$ cat src/rtl/bbd_pkg.sv
package bbd_pkg;

    // Default geometry of the datapath
    localparam int unsigned BBD_DATA_W = 8;
    localparam int unsigned BBD_ADDR_W = 4;

    // Bus source slots; each slot has one drive enable
    localparam int unsigned SRC_EXT   = 0;
    localparam int unsigned SRC_MEM   = 1;
    localparam int unsigned SRC_A     = 2;
    localparam int unsigned SRC_B     = 3;
    localparam int unsigned SRC_ALU   = 4;
    localparam int unsigned SRC_COUNT = 5;

endpackage

$ cat src/rtl/bbd_bus_mux.sv
module bbd_bus_mux #(
    parameter int unsigned DATA_W = 8,
    parameter int unsigned SRC_N  = 5
) (
    input  logic                      clk,
    input  logic                      rst,
    input  logic [SRC_N-1:0]          drive_en,
    input  logic [SRC_N*DATA_W-1:0]   src_flat,
    output logic [DATA_W-1:0]         bus
);

    logic [DATA_W-1:0] gated [SRC_N];

    // Each source is masked by its own enable
    for (genvar g = 0; g < SRC_N; g++) begin : g_gate
        assign gated[g] = drive_en[g] ? src_flat[g*DATA_W +: DATA_W] : '0;
    end

    // Combine all masked sources; with no enable the bus reads zero
    always_comb begin
        bus = '0;
        for (int i = 0; i < SRC_N; i++) begin
            bus = bus | gated[i];
        end
    end

    // no two drivers on the shared bus
    assert_one_driver_R7: assert property (@(posedge clk) disable iff (rst)
        $onehot0(drive_en))
        else $error("bus driven by more than one source");

endmodule

$ cat src/rtl/bbd_alu.sv
module bbd_alu #(
    parameter int unsigned DATA_W = 8
) (
    input  logic [DATA_W-1:0] opa,
    input  logic [DATA_W-1:0] opb,
    input  logic              sub,
    output logic [DATA_W-1:0] result
);

    logic [DATA_W-1:0] opb_eff;

    // Two's complement subtract: invert B and add a carry-in of one
    always_comb begin
        opb_eff = sub ? ~opb : opb;
        result  = opa + opb_eff + DATA_W'(sub);
    end

endmodule

$ cat src/rtl/bbd_regs.sv
module bbd_regs #(
    parameter int unsigned DATA_W = 8,
    parameter int unsigned ADDR_W = 4
) (
    input  logic              clk,
    input  logic              rst,
    input  logic [DATA_W-1:0] bus,
    input  logic              addr_ld,
    input  logic              a_ld,
    input  logic              b_ld,
    output logic [ADDR_W-1:0] addr_q,
    output logic [DATA_W-1:0] a_q,
    output logic [DATA_W-1:0] b_q
);

    typedef struct packed {
        logic [ADDR_W-1:0] addr;
        logic [DATA_W-1:0] a;
        logic [DATA_W-1:0] b;
    } regs_t;

    regs_t st_d, st_q;

    always_comb begin
        st_d = st_q;
        if (addr_ld) st_d.addr = bus[ADDR_W-1:0];
        if (a_ld)    st_d.a    = bus;
        if (b_ld)    st_d.b    = bus;
        if (rst)     st_d      = '0;
    end

    always_ff @(posedge clk) begin
        st_q <= st_d;
    end

    assign addr_q = st_q.addr;
    assign a_q    = st_q.a;
    assign b_q    = st_q.b;

    // the cycle after reset all three registers read zero
    assert_reset_clears_R1: assert property (@(posedge clk) disable iff (rst)
        $past(rst) |-> (st_q.addr == '0 && st_q.a == '0 && st_q.b == '0))
        else $error("registers not cleared by reset");

    // address takes only the low nibble of the bus
    assert_addr_nibble_R2: assert property (@(posedge clk) disable iff (rst)
        addr_ld |=> st_q.addr == $past(bus[ADDR_W-1:0]))
        else $error("address register load mismatch");

    // address holds without a load
    assert_addr_hold_R2: assert property (@(posedge clk) disable iff (rst)
        !addr_ld |=> $stable(st_q.addr))
        else $error("address register changed without load");

endmodule

$ cat src/rtl/bbd_ram.sv
module bbd_ram #(
    parameter int unsigned DATA_W = 8,
    parameter int unsigned ADDR_W = 4
) (
    input  logic                           clk,
    input  logic                           rst,
    input  logic [ADDR_W-1:0]              addr,
    input  logic                           we,
    input  logic [DATA_W-1:0]              wdata,
    output logic [DATA_W-1:0]              rdata,
    output logic [(1<<ADDR_W)*DATA_W-1:0]  image
);

    localparam int unsigned DEPTH = 1 << ADDR_W;

    logic [DATA_W-1:0] mem_d [DEPTH];
    logic [DATA_W-1:0] mem_q [DEPTH];

    // One storage cell per location; no reset on purpose
    for (genvar g = 0; g < DEPTH; g++) begin : g_cell
        always_comb begin
            mem_d[g] = mem_q[g];
            if (we && addr == ADDR_W'(g)) mem_d[g] = wdata;
        end

        always_ff @(posedge clk) begin
            mem_q[g] <= mem_d[g];
        end

        assign image[g*DATA_W +: DATA_W] = mem_q[g];
    end

    // Asynchronous read from the latched address
    assign rdata = mem_q[addr];

    // Checker state: remember the last write to compare after the edge
    logic              chk_vld_q;
    logic [ADDR_W-1:0] chk_addr_q;
    logic [DATA_W-1:0] chk_data_q;

    always_ff @(posedge clk) begin
        chk_vld_q  <= we;
        chk_addr_q <= addr;
        chk_data_q <= wdata;
    end

    // a written byte lands at the address held before the edge
    assert_write_lands_R3: assert property (@(posedge clk) disable iff (rst)
        chk_vld_q |-> image[chk_addr_q*DATA_W +: DATA_W] == chk_data_q)
        else $error("memory write not stored");

endmodule

$ cat src/rtl/byte_bus_datapath.sv
module byte_bus_datapath
    import bbd_pkg::*;
#(
    parameter int unsigned DATA_W = BBD_DATA_W,
    parameter int unsigned ADDR_W = BBD_ADDR_W
) (
    input  logic                           clk,
    input  logic                           rst,
    input  logic                           ext_oe,
    input  logic [DATA_W-1:0]              ext_data,
    input  logic                           mem_oe,
    input  logic                           a_oe,
    input  logic                           b_oe,
    input  logic                           alu_oe,
    input  logic                           addr_ld,
    input  logic                           mem_we,
    input  logic                           a_ld,
    input  logic                           b_ld,
    input  logic                           alu_sub,
    output logic [DATA_W-1:0]              bus_o,
    output logic [ADDR_W-1:0]              addr_o,
    output logic [DATA_W-1:0]              a_o,
    output logic [DATA_W-1:0]              b_o,
    output logic [DATA_W-1:0]              alu_o,
    output logic [(1<<ADDR_W)*DATA_W-1:0]  mem_image_o
);

    localparam int unsigned DEPTH = 1 << ADDR_W;

    logic [DATA_W-1:0]           bus;
    logic [ADDR_W-1:0]           addr_q;
    logic [DATA_W-1:0]           a_q;
    logic [DATA_W-1:0]           b_q;
    logic [DATA_W-1:0]           alu_res;
    logic [DATA_W-1:0]           mem_rd;
    logic [DEPTH*DATA_W-1:0]     image;
    logic [SRC_COUNT-1:0]        drive_en;
    logic [SRC_COUNT*DATA_W-1:0] src_flat;

    // Pack drive enables and sources into their slots
    always_comb begin
        drive_en          = '0;
        drive_en[SRC_EXT] = ext_oe;
        drive_en[SRC_MEM] = mem_oe;
        drive_en[SRC_A]   = a_oe;
        drive_en[SRC_B]   = b_oe;
        drive_en[SRC_ALU] = alu_oe;

        src_flat = '0;
        src_flat[SRC_EXT*DATA_W +: DATA_W] = ext_data;
        src_flat[SRC_MEM*DATA_W +: DATA_W] = mem_rd;
        src_flat[SRC_A*DATA_W   +: DATA_W] = a_q;
        src_flat[SRC_B*DATA_W   +: DATA_W] = b_q;
        src_flat[SRC_ALU*DATA_W +: DATA_W] = alu_res;
    end

    bbd_bus_mux #(.DATA_W(DATA_W), .SRC_N(SRC_COUNT)) u_mux (
        .clk      (clk),
        .rst      (rst),
        .drive_en (drive_en),
        .src_flat (src_flat),
        .bus      (bus)
    );

    bbd_regs #(.DATA_W(DATA_W), .ADDR_W(ADDR_W)) u_regs (
        .clk     (clk),
        .rst     (rst),
        .bus     (bus),
        .addr_ld (addr_ld),
        .a_ld    (a_ld),
        .b_ld    (b_ld),
        .addr_q  (addr_q),
        .a_q     (a_q),
        .b_q     (b_q)
    );

    bbd_alu #(.DATA_W(DATA_W)) u_alu (
        .opa    (a_q),
        .opb    (b_q),
        .sub    (alu_sub),
        .result (alu_res)
    );

    bbd_ram #(.DATA_W(DATA_W), .ADDR_W(ADDR_W)) u_ram (
        .clk   (clk),
        .rst   (rst),
        .addr  (addr_q),
        .we    (mem_we),
        .wdata (bus),
        .rdata (mem_rd),
        .image (image)
    );

    assign bus_o       = bus;
    assign addr_o      = addr_q;
    assign a_o         = a_q;
    assign b_o         = b_q;
    assign alu_o       = alu_res;
    assign mem_image_o = image;

    // ALU feeding A in the same cycle uses the pre-edge operands
    assert_alu_into_a_R9: assert property (@(posedge clk) disable iff (rst)
        (alu_oe && a_ld) |=> a_q == ($past(alu_sub) ? DATA_W'($past(a_q) - $past(b_q))
                                                    : DATA_W'($past(a_q) + $past(b_q))))
        else $error("A did not receive the pre-edge ALU result");

    // memory drive puts the addressed byte on the bus
    assert_mem_read_R4: assert property (@(posedge clk) disable iff (rst)
        (mem_oe && $onehot(drive_en)) |-> bus_o == mem_image_o[addr_o*DATA_W +: DATA_W])
        else $error("memory read byte not on bus");

endmodule

$ cat config.mk
export PLATFORM = sky130hd
export DESIGN_NAME = byte_bus_datapath
export DESIGN_NICKNAME = d
export VERILOG_FILES = /design/src/rtl/bbd_pkg.sv /design/src/rtl/bbd_bus_mux.sv /design/src/rtl/bbd_alu.sv /design/src/rtl/bbd_regs.sv /design/src/rtl/bbd_ram.sv /design/src/rtl/byte_bus_datapath.sv
export SDC_FILE = /design/constraint.sdc
export NUM_CORES = 1
export LEC_CHECK = 0
export BUFFER_PORTS_ARGS = -buffer_cell sky130_fd_sc_hd__buf_2
export CAP_MARGIN = 25
export CELL_PAD_IN_SITES_DETAIL_PLACEMENT = 0
export CELL_PAD_IN_SITES_GLOBAL_PLACEMENT = 1
export CORE_ASPECT_RATIO = 1.75
export CORE_MARGIN = 1
export CORE_UTILIZATION = 35
export CTS_BUF_LIST = sky130_fd_sc_hd__clkbuf_2
export DETAILED_ROUTE_END_ITERATION = 6
export MAX_ROUTING_LAYER = met4
export PLACE_DENSITY = 0.76
export SYNTH_ARGS = -nofsm -noshare
export SYNTH_HDL_FRONTEND = slang
export SYNTH_SLANG_ARGS = --single-unit
$ cat constraint.sdc
create_clock -name clk -period 3.5 [get_ports clk]
set_input_delay 0.175 -clock clk [delete_from_list [all_inputs] [get_ports clk]]
set_output_delay 0.175 -clock clk [all_outputs]
set_load 0.05 [all_outputs]
-- Word level (Yosys, flattened, before mapping)
Memory sizes are Yosys's and may differ from the RTL's. A register that Yosys moved wholly into a read port is not among the register bits.
Cells that the tools add are included.
- reduce and logical (&&, ||, !) cells: 17
- add/sub/neg operators: 2
- bitwise logic cells: 5
- mux-type cells: 24
- equal/unequal tests: 15
- operator list (cell ; count):
    8-bit 2-to-1 mux ; 22
    4-bit == test, second input constant ; 8
    8-bit bitwise OR ; 4
    4-bit by 3-bit == test with 1-bit output, second input constant ; 4
    1-bit logical AND ; 16
    8-bit by 1-bit adder with 8-bit output ; 1
    8-bit adder ; 1
    4-bit by 2-bit == test with 1-bit output, second input constant ; 2
    4-bit 2-to-1 mux ; 2
    8-bit inverter ; 1
    4-bit by 1-bit == test with 1-bit output, second input constant ; 1
    4-bit logical NOT ; 1
- register bits after elaboration: 20
- memories kept: 1
- bits in writable memories: 128
- output and inout port bits: 164
- memory list (name ; depth ; width ; rd ports ; clocked after memory_dff ; wr ports ; line ; text):
    u_ram.mem_q ; 16 ; 8 ; 17 ; 1 ; 16 ; bbd_ram.sv:17 ; logic [DATA_W-1:0] mem_q [DEPTH];

-- Logic depth before layout (Yosys ltp)
- depth after elaboration: 8
- mapped depth: 9
- depth with buffers taken out: 8

-- Cells and area by module
From an unflattened synthesis, not the netlist that was laid out.
- cell total of the unflattened synthesis: 362
- area, all modules: 6200.9 um^2
- by module, submodules not included (module ; cells each ; area an instance (um^2) ; instances):
    bbd_ram ; 222 ; 4907.2 ; 1
    bbd_regs ; 65 ; 713.2 ; 1
    bbd_alu ; 47 ; 394.1 ; 1
    bbd_bus_mux ; 28 ; 186.4 ; 1

-- Worst setup path before layout
Ideal clock, no wire load.
- kind: reg-to-reg
- start: register u_regs.st_q (netlist bit u_regs.b_q[0])
- end: memory u_ram.mem_q[0][4] (data pin)
- required time: 3205 ps
- setup slack: 67 ps
- data arrival time: 3138 ps
- period minus slack after synthesis: 3433 ps
- stages on the path, launching flop included: 9
- cell sequence: dfxtp_1 mux2i_1 inv_1 fa_1 a21o_1 a21oi_1 xnor2_1 a211oi_1 inv_1
- RTL lines (item ; line ; text):
    from (decl) ; bbd_regs.sv:22 ; regs_t st_d, st_q;
    from (signal assigned) ; bbd_regs.sv:33 ; st_q <= st_d;
    to (decl) ; bbd_ram.sv:17 ;

==> impl_metrics.json <==
{
  "die_x_um": 105,
  "synthFlopType": "edfxtp_1",
  "use_met3_pct": 3.59,
  "reg2reg_slack_ns": 0.44,
  "grt_start_max_net_pins": 21,
  "synth_nets": 448,
  "hpwl_mm": 15.1,
  "fp.dieH_um": 182,
  "crit_family": "multiplexers",
  "use_met2_pct": 39.9,
  "run_status": "complete, no violations",
  "total_power_mw": 4.53,
  "ios": 184,
  "end_kind": "primary output",
  "r2r_cells": 9,
  "initial_core_util_pct": 35.8,
  "netlist_area_mm2": 0.00647,
  "grt.busiest_layer": "met2",
  "wl_per_cell_um": 22.9,
  "first_pass_iters": 5,
  "powerDensity_mw_per_mm2": 553,
  "htreeDepth": 4,
  "path_depth": 7,
  "fin_setup_tns_ns": 0,
  "critical_path.max_stage_delay_ns": 0.52,
  "path_cells": "buf_4, mux4_2, mux2i_1, o211ai_1, nor3b_2, inv_2, buf_2",
  "path_class": "flip-flop to primary output",
  "avgSynthCellArea_um2": 15.4,
  "period_needed_ns": 3.36,
  "syn_inst": 421,
  "gp_congestion": 0.888,
  "grt-ovfl-total": 0,
  "path_max_fanout": 17,
  "clkTransAtPathRegs_ns": 0.24,
  "setup.worst_path.start_class": "flip-flop",
  "cts_tree": "yes",
  "synth_cell_type_count": 49,
  "maxSlewHeadroom_pct": 29.1,
  "grt_antenna_before_repair": 1,
  "synth-seq-cells": 152,
  "synth-async-reset-ratio_pct": 0,
  "final_common_cell": "buf_2",
  "insertion_delay_ns": 0.69,
  "cp.arrival_ns": 3.18,
  "grt_setup_unrepaired": "false",
  "core_mm2": 0.0181,
  "tightestPinTransition_ns": 1.06,
  "critPathBufInv": 3,
  "dieArea_mm2": 0.0190,
  "cap_viol_max_count": 0,
  "met1_usage_pct": 23.4,
  "worst_ir_drop_vdd_v": 0.000275,
  "slew_violations": 0,
  "leakage_nw": 3.12,
  "endpoint": "bus_o[5]",
  "postLayoutSetupSlackWorst_ns": 0.145,
  "cts_root_buffer": "clkbuf_2",
  "pre_cts_slack_ns": 0.237,
  "vias": 4771,
  "grt_pass1_vias": 4639,
  "area_delta_synth_final_pct": 26.7,
  "yosysWarnings": 0,
  "finalClockSkew_ns": 0.0275,
  "final_cell_mix": "buf_2, edfxtp_1, nor2_1, buf_4, a211oi_1",
  "yosys.area.top_type_share_pct": 59.4,
  "gr-usage-all-layers_pct": 21.9,
  "drc": 0,
  "fmax_mhz": 298,
  "cts.sinks": 152,
  "synth_edf_count": 128,
  "grt_pass1_wl_mm": 29.2,
  "drt_iter0_markers": 365,
  "hp-class": "input port to flip-flop",
  "cts_buffers": 17,
  "routed_wl_mm": 20.4,
  "finalHoldViolCount": 0,
  "finalSetupViolations": 0,
  "worstReg2RegStart": "u_regs.a_q[0]",
  "portBuffers": 183,
  "fin_nets": 667,
  "cts_buffer_depth": 2,
  "synth_top_cell_by_area": "edfxtp_1",
  "drive_gt1_share_pct": 46.4,
  "seq_area_frac_synth_pct": 66.9,
  "required_ns": 3.32,
  "viasPerCell": 5.37,
  "rows": 65,
  "ant_nets": 0,
  "synthTopCellsByArea": "edfxtp_1, dfxtp_1, mux4_2",
  "fin_crit_sh_pct": 95.9,
  "crit_slowest_cell": "dfxtp_4",
  "reg2reg_to": "u_ram.mem_q[0][6]"
}
## layout make-up
cell class	instances	area, um^2
diodes	1	2.50
fillers	1701	9860
inverters	12	56.3
flip-flops and latches	152	4330
multi-input cells	235	2040
clock buffers	17	85.1
clock inverters	15	146
repair buffers	222	1240
well taps	234	293
## layer usage
metal  share of wire, %  vias up
met5                  0        -
met4                3.6        0
met3                6.2       36
met2                 56      255
met1                 34     2384
li1                   -     2096
## flip-flops by register name, summed over array words and instances (netlist names), named ones only
signal and count:
u_ram.mem_q 128, u_regs.a_q 8, u_regs.addr_q 4, u_regs.b_q 8
## worst register-to-register path: cells and delay by family, from the launching register on
| family | cells | cell delay, ns |
|---|---|---|
| flip-flops | 1 | 0.43 |
| adder cells (fa/ha/maj) | 1 | 0.40 |
| AO/OA/AOI/OAI | 4 | 0.96 |
| multiplexers | 1 | 0.22 |
| buffers and inverters | 3 | 0.83 |
## worst min path at each step
stage / from / to / slack, ns / cells after the start
finish: ext_data[6] / u_ram.mem_q[7][6] / 0.09 / 6
detailed placement: addr_ld / u_regs.addr_q[2] / 0.52 / 2
global route: ext_data[6] / u_ram.mem_q[7][6] / 0.05 / 6
CTS: ext_data[4] / u_regs.b_q[4] / 0.02 / 5
floorplan: mem_oe / u_regs.a_q[1] / 0.47 / 2
global placement: addr_ld / flip-flop / 0.50 / 2
## power breakdown
| group | internal (mW) | switching (mW) |
|---|---|---|
| clock | 0.274 | 0.671 |
| sequential | 2.13 | 0.0849 |
| combinational | 0.404 | 0.962 |
| total | 2.81 | 1.72 |
## cell usage after synthesis (2+ instances only)
library cell and instances:
edfxtp_1 128, nor2_1 35, a211oi_1 26, dfxtp_1 24, mux2_2 20, nand2_1 19, mux4_2 17, inv_1 11
xor2_1 11, a21oi_1 10, clkbuf_1 10, mux2i_1 9, o22ai_1 9, nand2b_1 8, o21ai_0 8, nor3_1 7
a222oi_1 6, ha_1 6, nor2b_1 6, buf_1 4, buf_2 4, mux4_1 4, xnor2_1 4, a22oi_1 3
nand3b_1 3, a311oi_1 2, and3b_1 2, buf_4 2, buf_6 2, o31ai_1 2
## cell families after synthesis
family	share of synthesized area (%)
xor+xnor	2.03
fa+ha+maj	1.47
compound gates	8.36
mux	12.4
simple gates	6.44
buf+inv	2.40
flops	66.9
## metrics by stage
stage / hold WS (ns) / area (um^2) / utilization, % / std cells
after floorplan: 0.466 / 6470 / - / 421
after global placement: 0.502 / 7690 / 42.6 / 832
after detailed placement: 0.515 / 7690 / 42.6 / 832
after CTS: 0.0214 / 8070 / 44.7 / 874
after global routing: 0.0481 / 8200 / 45.4 / 888
final: 0.0875 / 8200 / 45.4 / 888
## repair_timing
item / in CTS / in global routing
setup endpoints to repair: 7 / 7
buffers inserted: 1 / 10
hold buffers: 9 / 2
gates resized for setup: 17 / 10
pin swaps: 2 / 3
endpoints found under the hold margin: 26 / 2
No activity file was read; power rests on OpenSTA's default activity.
